### src/rtl/burst_col_pkg.sv
package burst_col_pkg;

  typedef enum logic {
    ORD_WRAP   = 1'b0,
    ORD_LINEAR = 1'b1
  } burst_order_e;

  typedef enum logic [1:0] {
    LEN_8    = 2'd0,
    LEN_16   = 2'd1,
    LEN_32   = 2'd2,
    LEN_PAGE = 2'd3
  } burst_len_e;

  // Mode word layout: [2] order, [1:0] length code
  typedef struct packed {
    burst_order_e order;
    burst_len_e   len;
  } burst_mode_t;

  localparam int MODE_W = $bits(burst_mode_t);

endpackage

### src/rtl/burst_rst_sync.sv
module burst_rst_sync #(
  parameter int STAGES = 2
) (
  input  logic clk,
  input  logic rst_n,
  output logic rst_core_n
);

  logic [STAGES-1:0] sync_q;

  always_ff @(posedge clk or negedge rst_n) begin
    if (!rst_n) begin
      sync_q <= '0;
    end else begin
      sync_q <= {sync_q[STAGES-2:0], 1'b1};
    end
  end

  assign rst_core_n = sync_q[STAGES-1];

endmodule

### src/rtl/burst_mode_reg.sv
module burst_mode_reg
  import burst_col_pkg::*;
#(
  parameter int COL_W = 9
) (
  input  logic              clk,
  input  logic              rst_n,
  input  logic              cfg_we,
  input  logic [MODE_W-1:0] cfg_wdata,
  output burst_order_e      order,
  output logic [COL_W:0]    len_words
);

  localparam int CNT_W = COL_W + 1;

  burst_mode_t mode_q;
  burst_mode_t mode_d;

  always_comb begin
    mode_d = mode_q;
    if (cfg_we) begin
      mode_d = burst_mode_t'(cfg_wdata);
    end
  end

  always_ff @(posedge clk or negedge rst_n) begin
    if (!rst_n) begin
      mode_q <= '{order: ORD_WRAP, len: LEN_8};
    end else if (cfg_we) begin
      mode_q <= mode_d;
    end
  end

  always_comb begin
    unique case (mode_q.len)
      LEN_8:    len_words = CNT_W'(8);
      LEN_16:   len_words = CNT_W'(16);
      LEN_32:   len_words = CNT_W'(32);
      default:  len_words = CNT_W'(1) << COL_W;
    endcase
  end

  assign order = mode_q.order;

endmodule

### src/rtl/burst_col_seq.sv
module burst_col_seq
  import burst_col_pkg::*;
#(
  parameter int COL_W = 9
) (
  input  logic             clk,
  input  logic             rst_n,
  input  logic             start,
  input  logic [COL_W-1:0] start_col,
  input  burst_order_e     order,
  input  logic [COL_W:0]   len_words,
  output logic [COL_W-1:0] col_addr,
  output logic             beat_valid,
  output logic             beat_last,
  output logic             busy
);

  localparam int                CNT_W     = COL_W + 1;
  localparam logic [CNT_W-1:0]  ROW_WORDS = CNT_W'(1) << COL_W;
  localparam logic [CNT_W-1:0]  CNT_ONE   = CNT_W'(1);
  localparam logic [COL_W-1:0]  COL_ONE   = COL_W'(1);

  logic             busy_q,   busy_d;
  logic [COL_W-1:0] addr_q,   addr_d;
  logic [CNT_W-1:0] remain_q, remain_d;
  logic [COL_W-1:0] mask_q,   mask_d;
  burst_order_e     order_q,  order_d;

  logic [CNT_W-1:0] span_to_end;
  logic [COL_W-1:0] addr_inc;
  logic             seq_en;

  assign span_to_end = ROW_WORDS - {1'b0, start_col};
  assign addr_inc    = addr_q + COL_ONE;
  assign seq_en      = busy_q | start;

  always_comb begin
    busy_d   = busy_q;
    addr_d   = addr_q;
    remain_d = remain_q;
    mask_d   = mask_q;
    order_d  = order_q;
    if (!busy_q) begin
      if (start) begin
        busy_d  = 1'b1;
        addr_d  = start_col;
        order_d = order;
        // full-row length truncates to zero here, giving an all-ones mask
        mask_d  = len_words[COL_W-1:0] - COL_ONE;
        if (order == ORD_LINEAR && span_to_end < len_words) begin
          remain_d = span_to_end;
        end else begin
          remain_d = len_words;
        end
      end
    end else if (remain_q == CNT_ONE) begin
      busy_d = 1'b0;
    end else begin
      remain_d = remain_q - CNT_ONE;
      if (order_q == ORD_WRAP) begin
        addr_d = (addr_q & ~mask_q) | (addr_inc & mask_q);
      end else begin
        addr_d = addr_inc;
      end
    end
  end

  always_ff @(posedge clk or negedge rst_n) begin
    if (!rst_n) begin
      busy_q   <= 1'b0;
      addr_q   <= '0;
      remain_q <= '0;
      mask_q   <= '0;
      order_q  <= ORD_WRAP;
    end else if (seq_en) begin
      busy_q   <= busy_d;
      addr_q   <= addr_d;
      remain_q <= remain_d;
      mask_q   <= mask_d;
      order_q  <= order_d;
    end
  end

  assign col_addr   = addr_q;
  assign beat_valid = busy_q;
  assign beat_last  = busy_q & (remain_q == CNT_ONE);
  assign busy       = busy_q;

endmodule

### src/rtl/burst_col_gen.sv
module burst_col_gen
  import burst_col_pkg::*;
#(
  parameter int COL_W       = 9,
  parameter int SYNC_STAGES = 2
) (
  input  logic              clk,
  input  logic              rst_n,
  input  logic              start,
  input  logic [COL_W-1:0]  start_col,
  input  logic              cfg_we,
  input  logic [MODE_W-1:0] cfg_wdata,
  output logic [COL_W-1:0]  col_addr,
  output logic              beat_valid,
  output logic              beat_last,
  output logic              busy
);

  logic           rst_core_n;
  burst_order_e   mode_order;
  logic [COL_W:0] mode_len;

  burst_rst_sync #(.STAGES(SYNC_STAGES)) u_rst_sync (
    .clk        (clk),
    .rst_n      (rst_n),
    .rst_core_n (rst_core_n)
  );

  burst_mode_reg #(.COL_W(COL_W)) u_mode_reg (
    .clk       (clk),
    .rst_n     (rst_core_n),
    .cfg_we    (cfg_we),
    .cfg_wdata (cfg_wdata),
    .order     (mode_order),
    .len_words (mode_len)
  );

  burst_col_seq #(.COL_W(COL_W)) u_seq (
    .clk        (clk),
    .rst_n      (rst_core_n),
    .start      (start),
    .start_col  (start_col),
    .order      (mode_order),
    .len_words  (mode_len),
    .col_addr   (col_addr),
    .beat_valid (beat_valid),
    .beat_last  (beat_last),
    .busy       (busy)
  );

endmodule

### config.mk
export PLATFORM = sky130hd
export DESIGN_NAME = burst_col_gen
export DESIGN_NICKNAME = d
export VERILOG_FILES = /design/src/rtl/burst_col_pkg.sv /design/src/rtl/burst_rst_sync.sv /design/src/rtl/burst_mode_reg.sv /design/src/rtl/burst_col_seq.sv /design/src/rtl/burst_col_gen.sv
export SDC_FILE = /design/constraint.sdc
export NUM_CORES = 1
export LEC_CHECK = 0
export ABC_AREA = 1
export CAP_MARGIN = 20
export CORE_UTILIZATION = 50
export DETAILED_ROUTE_END_ITERATION = 16
export HOLD_SLACK_MARGIN = 0.03
export PLACE_DENSITY = 0.86
export SLEW_MARGIN = 5
export SYNTH_ARGS = -nofsm -noshare
export SYNTH_HDL_FRONTEND = slang
export SYNTH_SLANG_ARGS = --single-unit
### constraint.sdc
create_clock -name clk -period 1.1 [get_ports clk]
set_clock_uncertainty 0.15 [all_clocks]
set_input_delay 0.22 -clock clk [delete_from_list [all_inputs] [get_ports clk]]
set_output_delay 0.22 -clock clk [all_outputs]
set_load 0.1 [all_outputs]
==> reports/metrics.csv, run 1 <==
metric,value,unit
status,stopped before the end,
lastStage,global routing,
stop_error,"[ERROR DPL-0038] Utilization greater than 100%, impossible to legalize",
yosysWarnings,0,
gp_congestion,0.902,
fp.dieH,66.4,um
num_rows,23,
dp_hpwl,5120,um
ys_ff_latch,30,
io_pins,28,
cts_buffer_depth,2,
syn_area,0.00208,mm2
syn-instance-count,291,
grt_worst_setup_endpoint,u_seq.remain_q[4]$_DFFE_PN0P_/D,
ys_seq_area_share,36.2,%
cts.sinks,30,
synth_cell_types,37,
cts_max_level,2,
grt_start_max_net_pins,29,
endpoint_type,register data pin,
place_area,0.00315,mm2
cts_buffers,5,
die_width,66.4,um
syn_area_per_cell,7.13,um2
ctsRootBufferMaster,clkbuf_8,
floorplan.initialDensity,51.9,%
portBuffers,27,
synth_fp_nets,314,
## timing repair
action                                  CTS
resized for setup                       129
endpoints found under the hold margin     2
pin swaps                                36
endpoints found under the setup margin   37
setup buffers                            32
hold buffers                              1
## synthesized netlist by cell type (all sizes together)
cell / number / area (um2)
nand2: 53 / 219
nor2: 45 / 179
inv: 44 / 165
dfrtp: 30 / 751
a21oi: 26 / 153
o21ai: 25 / 125
nand3: 20 / 110
ha: 7 / 87.6
nand4: 7 / 43.8
buf: 5 / 27.5
xor2: 4 / 35.0
mux2: 3 / 33.8
nor3: 3 / 20.0
a31oi: 2 / 12.5
nor3b: 2 / 15.0
o22ai: 2 / 12.5
or2: 2 / 12.5
a211oi: 1 / 7.51
a22oi: 1 / 7.51
a2bb2oi: 1 / 8.76
and2: 1 / 6.26
clkbuf: 1 / 3.75
clkinv: 1 / 5.00
conb: 1 / 3.75
o22a: 1 / 8.76
o31ai: 1 / 7.51
or3: 1 / 6.26
xnor2: 1 / 8.76
## cells by family after synthesis
| group | synth area share, % |
|---|---|
| muxes | 1.63 |
| AOI/OAI and AO/OA | 16.5 |
| xor gates and xnor gates | 2.11 |
| adders and majority gates | 4.22 |
| other | 0.181 |
| and+or+nand+nor | 29.5 |
| buffers and inverters | 9.70 |
| DFF | 36.2 |
## metrics by stage
| stage | std cells | hold WS, ns | utilization (%) | worst slack (ns) |
|---|---|---|---|---|
| after global placement | 443 | 0.0680 | 78.6 | -1.43 |
| after detailed placement | 443 | 0.0835 | 78.6 | -1.63 |
| after CTS | 484 | 0.0863 | 95.1 | -0.762 |
| after floorplan | 291 | -0.226 | - | -1.10 |
==> run 2: changes to the inputs <==
CORE_UTILIZATION = 40   (was 50)
HOLD_SLACK_MARGIN = not set   (was 0.03)
PLACE_DENSITY = not set   (was 0.86)
PLACE_DENSITY_LB_ADDON = 0.15   (was not set)
clock period = 1.4 ns   (was 1.1 ns; I/O delays follow)
==> run 2 against run 1 <==
The flow now finishes, with violations (hold timing, setup timing). Synthesized cell count is the same. Synthesized area is the same.
==> reports/metrics.csv, run 2 <==
metric,value,unit,change
final_util,77.1,%,
synth_top_area_share,36.2,%,unchanged
areaGrowthSynthToFinish,80.0,%,
fmax,523,MHz,
switching_share,40.0,%,
syn_area_per_cell,7.13,um2,unchanged
gp_congestion,0.926,,+2.6%
yosysWarnings,0,,unchanged
status,finished with violations,,
ant_nets,0,,
drc,0,,
syn-instance-count,291,,unchanged
die-area,0.00548,mm2,
fp.dieH,74.0,um,+11%
syn_area,0.00208,mm2,unchanged
cp.arrival,1.93,ns,
synthAdderAreaFrac,4.22,%,unchanged
power_switching,1.44,mW,
seq_power_share,29.8,%,
cts_buffers,5,,unchanged
dp_hpwl,4410,um,-14%
drt_pass1_iterations,4,,
routedWlPerCell,14.4,um,
crit_path_end_kind,flip-flop,,
cts_max_level,2,,unchanged
io_pins,28,,unchanged
grt_pass1_wl,10800,um,
via_count,2419,,
synth_top_family_by_area,simple AND/OR/NAND/NOR gates,,
power,3.61,mW,
synthArstFlopShare,100,%,unchanged
antenna_found_initial,0,,
floorplan.initialDensity,42.8,%,-9.1 points
ctsRootBufferMaster,clkbuf_8,,
portBuffers,27,,unchanged
final_common_cell,buf_4,,
wl_met1,3000,um,
most-common-layout-cells,"75 x buf_4, 38 x nand2_1, 32 x nor2_1",,
via_per_inst,5.03,,
power_frac_comb,50.0,%,
yosys_most_used_dff,dfrtp_1,,
grt_start_max_net_pins,22,,
coreArea,0.00485,mm2,
cts.sinks,30,,unchanged
num_rows,25,,+8.7%
final_nets,436,,
worst-setup-path-type,in -> reg,,
highest_layer,met4,,
synth_edf_count,0,,unchanged
wl_met2,3540,um,
synth_top_cell_by_area,dfrtp_1,,
globalRouteOverflowTotal,0,,
worstPathRequired,1.42,ns,
synth_most_common_cell,nand2_1,,
max_cap_violations,0,,
synth_common_cells,"49 x nand2_1, 42 x inv_1, 41 x nor2_1",,
vdd_drop_max,0.971,mV,
place_ws,-1.31,ns,+0.329 ns
setup_ws,-0.511,ns,
rsz0062_at_grt,yes,,
synth_fp_nets,314,,unchanged
intPower,2.16,mW,
hold_slack,-0.00121,ns,
drv_slew,0,,
synth_cell_types,37,,unchanged
synth_xor_xnor_area_share,2.11,%,unchanged
wl_met3,262,um,
setup_viol,28,,
p_clk_share,20.2,%,
p_leak,1.75,nW,
fin_crit,1.91,ns,
ys_seq_area_share,36.2,%,unchanged
r2r_cells,12,,
violations,"hold timing, setup timing",,
layout-drive-gt1-share,51.0,%,
hold_viol_final,2,,
synthTopCellsByArea,"dfrtp_1 36%, nand2_1 8.9%, inv_1 7.6%",,
clkTransAtPathRegs,0.06,ns,
cts_hold_buffers,0,,-1
critPathMaxFanout,6,,
ys_ff_latch,30,,unchanged
crit_path_start_kind,primary input,,
grt_pass1_vias,2363,,
synth_compound_area_share,16.5,%,unchanged
synth_mux_area_share,1.63,%,unchanged
synthSimpleGateAreaFrac,29.5,%,unchanged
cts_tree,yes,,
drtIter0Drc,199,,
fin_crit_sh,136,%,
power_density,965,mW/mm2,
setup_tns,-9.50,ns,
totalWireLength,6920,um,
clkLatencyLatePin,0.29,ns,
die_width,74.0,um,+11%
min-delay-path-class,in -> async,,
cts_buffer_depth,2,,unchanged
groute.usage.overall,26.4,%,
diodes,0,,
-- run 2: cells by family after synthesis --
family / count (synthesis)
AND/OR/NAND/NOR: 134
AO/OA/AOI/OAI: 60
buffers and inverters: 51
other: 1
XOR/XNOR: 5
multiplexers: 3
adder cells (fa/ha/maj): 7
flip-flops: 30
-- run 2: critical path, cell delays in order --
cell and delay [ns]:
buf_8 0.10, nor2_4 0.13, nand2_2 0.07, inv_2 0.05, nand2_2 0.06, xor2_2 0.18, inv_2 0.07, ha_4 0.28
nand2_2 0.04, inv_2 0.04, nand2_2 0.04, nand2_2 0.08, nand3_4 0.14, nand2_8 0.15, clkinv_4 0.08, nand3_2 0.07
a21oi_2 0.05
-- run 2: repair_timing --
action | CTS | global route
gates resized for setup | 103 | 46
setup endpoints to repair | 30 | 29
setup buffers | 14 | 9
gates cloned | 1 | 0
endpoints found under the hold margin | 0 | 0
pin swaps | 31 | 14
-- run 2: final cells by class --
class / instances / area [um2]
Clock inverter: 1 / 5.00
Tap cell: 67 / 83.8
Multi-Input combinational cell: 210 / 1450
Sequential cell: 30 / 767
Timing Repair Buffer: 121 / 1160
Fill cell: 320 / 1110
Inverter: 45 / 181
Clock buffer: 7 / 86.3
-- run 2: path summary, 6_finish.rpt --
| path | startpoint | to | slack [ns] |
|---|---|---|---|
| max | start_col[1] | u_seq.remain_q[0] | -0.51 |
| min | rst_n | u_rst_sync.sync_q[0] | -0.001 |
| max reg2reg | u_mode_reg.mode_q[1] | u_seq.remain_q[0] | -0.47 |
| min reg2reg | u_rst_sync.sync_q[1] | u_mode_reg.order | 0.04 |
| max in group asynchronous | u_rst_sync.sync_q[1] | u_seq.beat_valid | 0.75 |
| min in group clk | start_col[0] | u_seq.remain_q[0] | 0.12 |
-- run 2: per-stage QoR --
step / instance area [um2] / instances / hold slack, ns
finish: 3740 / 481 / -0.00121
global route: 3740 / 481 / 0.00356
CTS: 3530 / 473 / 0.00426
detailed placement: 3090 / 452 / 0.0386
global placement: 3090 / 452 / 0.0202
floorplan: 2110 / 291 / -0.166
-- run 2: layer usage --
| layer | vias up | global-route usage (%) |
|---|---|---|
| li1 | 1189 | - |
| met1 | 1143 | 33.5 |
| met2 | 75 | 46.4 |
| met3 | 12 | 3.66 |
| met4 | 0 | 8.12 |
| met5 | - | 0 |
-- run 2: power by group through the flow --
stage / Clock (mW) / Combinational, mW / Sequential, mW
after CTS: 0.731 / 1.64 / 1.07
after global placement: 0 / 1.46 / 1.05
final: 0.730 / 1.80 / 1.07
after global routing: 0.766 / 1.90 / 1.08
after detailed placement: 0 / 1.47 / 1.06
after floorplan: 0 / 0.316 / 1.55
Note: power is estimated with default switching activity, not from simulation.
==> run 3: changes to the inputs <==
GPL_TIMING_DRIVEN = 1   (was not set)
clock period = 2.34 ns   (was 1.4 ns; I/O delays follow)
==> run 3 against run 2 <==
The run now ends clean. Routed wire length decreased by 21%. Sequential share of layout area increased by 5.8 points. Combinational power decreased by 62%. Worst setup slack improved by 0.65 ns. Utilization decreased by 18 points. Design area decreased by 23%. Global-route usage decreased by 4.9 points. Critical endpoint is now u_seq.remain_q[2].
==> reports/metrics.csv, run 3 (synthesis results as in run 2) <==
metric,value,unit,change
cp.depth,15,,-2
crit_path_start_kind,primary input,,
hold_viol_final,0,,-2
worst-setup-path-type,in -> reg,,
cpPeakStageDelay,0.30,ns,+0.02 ns
p_leak,1.37,nW,-22%
setup_tns,0,ns,+9.50 ns
cts_buffers,5,,unchanged
worstPathRequired,2.39,ns,+0.97 ns
fin_crit_sh,94.1,%,
dp_hpwl,4070,um,-7.7%
floorplan.initialDensity,42.8,%,unchanged
drv_slew,0,,unchanged
num_rows,25,,unchanged
power,1.72,mW,-52%
totalWireLength,5490,um,-21%
ff_latch_area,757,um2,-1.3%
r2r_setup_slack,0.37,ns,+0.84 ns
ant_nets,0,,unchanged
drtIter0Drc,96,,-52%
cts_buffer_depth,2,,unchanged
groute.usage.overall,21.5,%,-4.9 points
grt_pass1_vias,1893,,-20%
routedWlPerCell,13.0,um,-9.9%
setup_ws,0.137,ns,+0.647 ns
vdd_drop_max,0.410,mV,-58%
fin_crit,2.20,ns,
crit_path_end_kind,flip-flop,,
cts.sinks,30,,unchanged
via_per_inst,5.02,,-0.11%
slew_headroom,57.2,%,
antenna_found_initial,0,,unchanged
path_common_cell,nand2_2,,
path_cells,"clkdlybuf4s15_1, inv_2, ha_4, nand2_2, xor2_1, inv_1, ha_1, nand2_1, inv_1, nand2_2, nand2_2, nand3_4, buf_4, nand4_1, a22oi_1",,
clkLatencyLatePin,0.29,ns,about the same
critPathMaxFanout,6,,unchanged
layout-drive-gt1-share,29.5,%,-21 points
grt_pass1_wl,8800,um,-19%
timing.rr.start,u_mode_reg.mode_q[1],,
max_cap_violations,0,,unchanged
cp_slowest_cell,ha_1,,
multiInputGateArea,0.00123,mm2,-15%
rsz0062_at_grt,no,,
diodes,0,,unchanged
grt_start_max_net_pins,26,,+18%
via_count,2125,,-12%
place_ws,-0.550,ns,+0.755 ns
setup_viol,0,,-100%
fillerInstances,469,,+47%
cts_tree,yes,,
crit_buf_inv,5,,unchanged
drc,0,,unchanged
portBuffers,27,,unchanged
die-area,0.00548,mm2,unchanged
place_area,0.00265,mm2,-14%
fmax,454,MHz,
ctsRootBufferMaster,clkbuf_8,,
areaGrowthSynthToFinish,38.8,%,
clkTransAtPathRegs,0.07,ns,about the same
min-delay-path-class,reg -> async,,
crit_family,buffers and inverters,,
final_common_cell,nand2_1,,
power_density,598,mW/mm2,-38%
tightest_slew,0.635,ns,
cts_max_level,2,,unchanged
cp.arrival,2.25,ns,+0.32 ns
r2r_cells,11,,-1
gp_congestion,0.846,,-8.7%
drt_pass1_iterations,4,,unchanged
status,completed,,
fp.dieH,74.0,um,unchanged
rr_endpoint,u_seq.remain_q[2],,
globalRouteOverflowTotal,0,,unchanged
die_width,74.0,um,unchanged
final_nets,378,,-13%
final_cell_area,0.00288,mm2,-23%
io_pins,28,,unchanged
coreArea,0.00485,mm2,unchanged
critPathLaunch,start_col[0],,
most-common-layout-cells,"44 x nand2_1, 43 x buf_4, 38 x nor2_1",,
## run 3: metal layers
metal  global-route usage, %  part of all wire [%]
met4                    8.33                   1.4
met2                    34.1                    46
met1                    29.1                    48
met3                    3.66                   4.8
met5                       0                     0
## run 3: worst register-to-register path: stages (launching register included)
cell	delay [ns]
dfrtp_1	0.44
nor2_1	0.21
inv_1	0.07
ha_1	0.28
nand2_1	0.07
inv_1	0.04
nand2_2	0.06
nand2_2	0.06
nand3_4	0.14
buf_4	0.13
nand4_1	0.10
a22oi_1	0.15
## run 3: metrics by stage
stage                     utilization [%]  hold WS (ns)  cells
final                                59.4         0.121    423
after global routing                 59.4         0.150    423
after CTS                            57.5         0.138    419
after detailed placement             54.7       -0.0972    410
after floorplan                         -        0.0224    291
after global placement               54.7       -0.0945    410
## run 3: power breakdown
part           internal [mW]  switching, mW  total, mW
sequential             0.570         0.0593      0.630
combinational          0.212          0.475      0.687
clock                  0.206          0.201      0.407
total                  0.988          0.736       1.72
## run 3: layout make-up
cell class	count	share of cell area (%)
inverters	45	6.04
repair buffers	63	19.2
clock inverters	2	0.348
flip-flops and latches	30	26.3
well taps	67	2.91
multi-input cells	210	42.7
clock buffers	6	2.52
## run 3: what timing repair did
| action | in CTS | in global routing |
|---|---|---|
| hold buffers | 1 | 0 |
| setup buffers | 0 | 5 |
| setup endpoints to repair | 10 | 11 |
| hold endpoints to repair | 3 | 0 |
| resized for setup | 15 | 24 |
| pin swaps | 3 | 12 |
## run 3: how the worst max path moves through the flow
stage / to
after detailed placement: u_seq.remain_q[6]
after global placement: u_seq.remain_q[0]
after global routing: u_seq.remain_q[9]
after CTS: u_seq.remain_q[4]
after floorplan: u_seq.remain_q[2]
final: u_seq.remain_q[2]
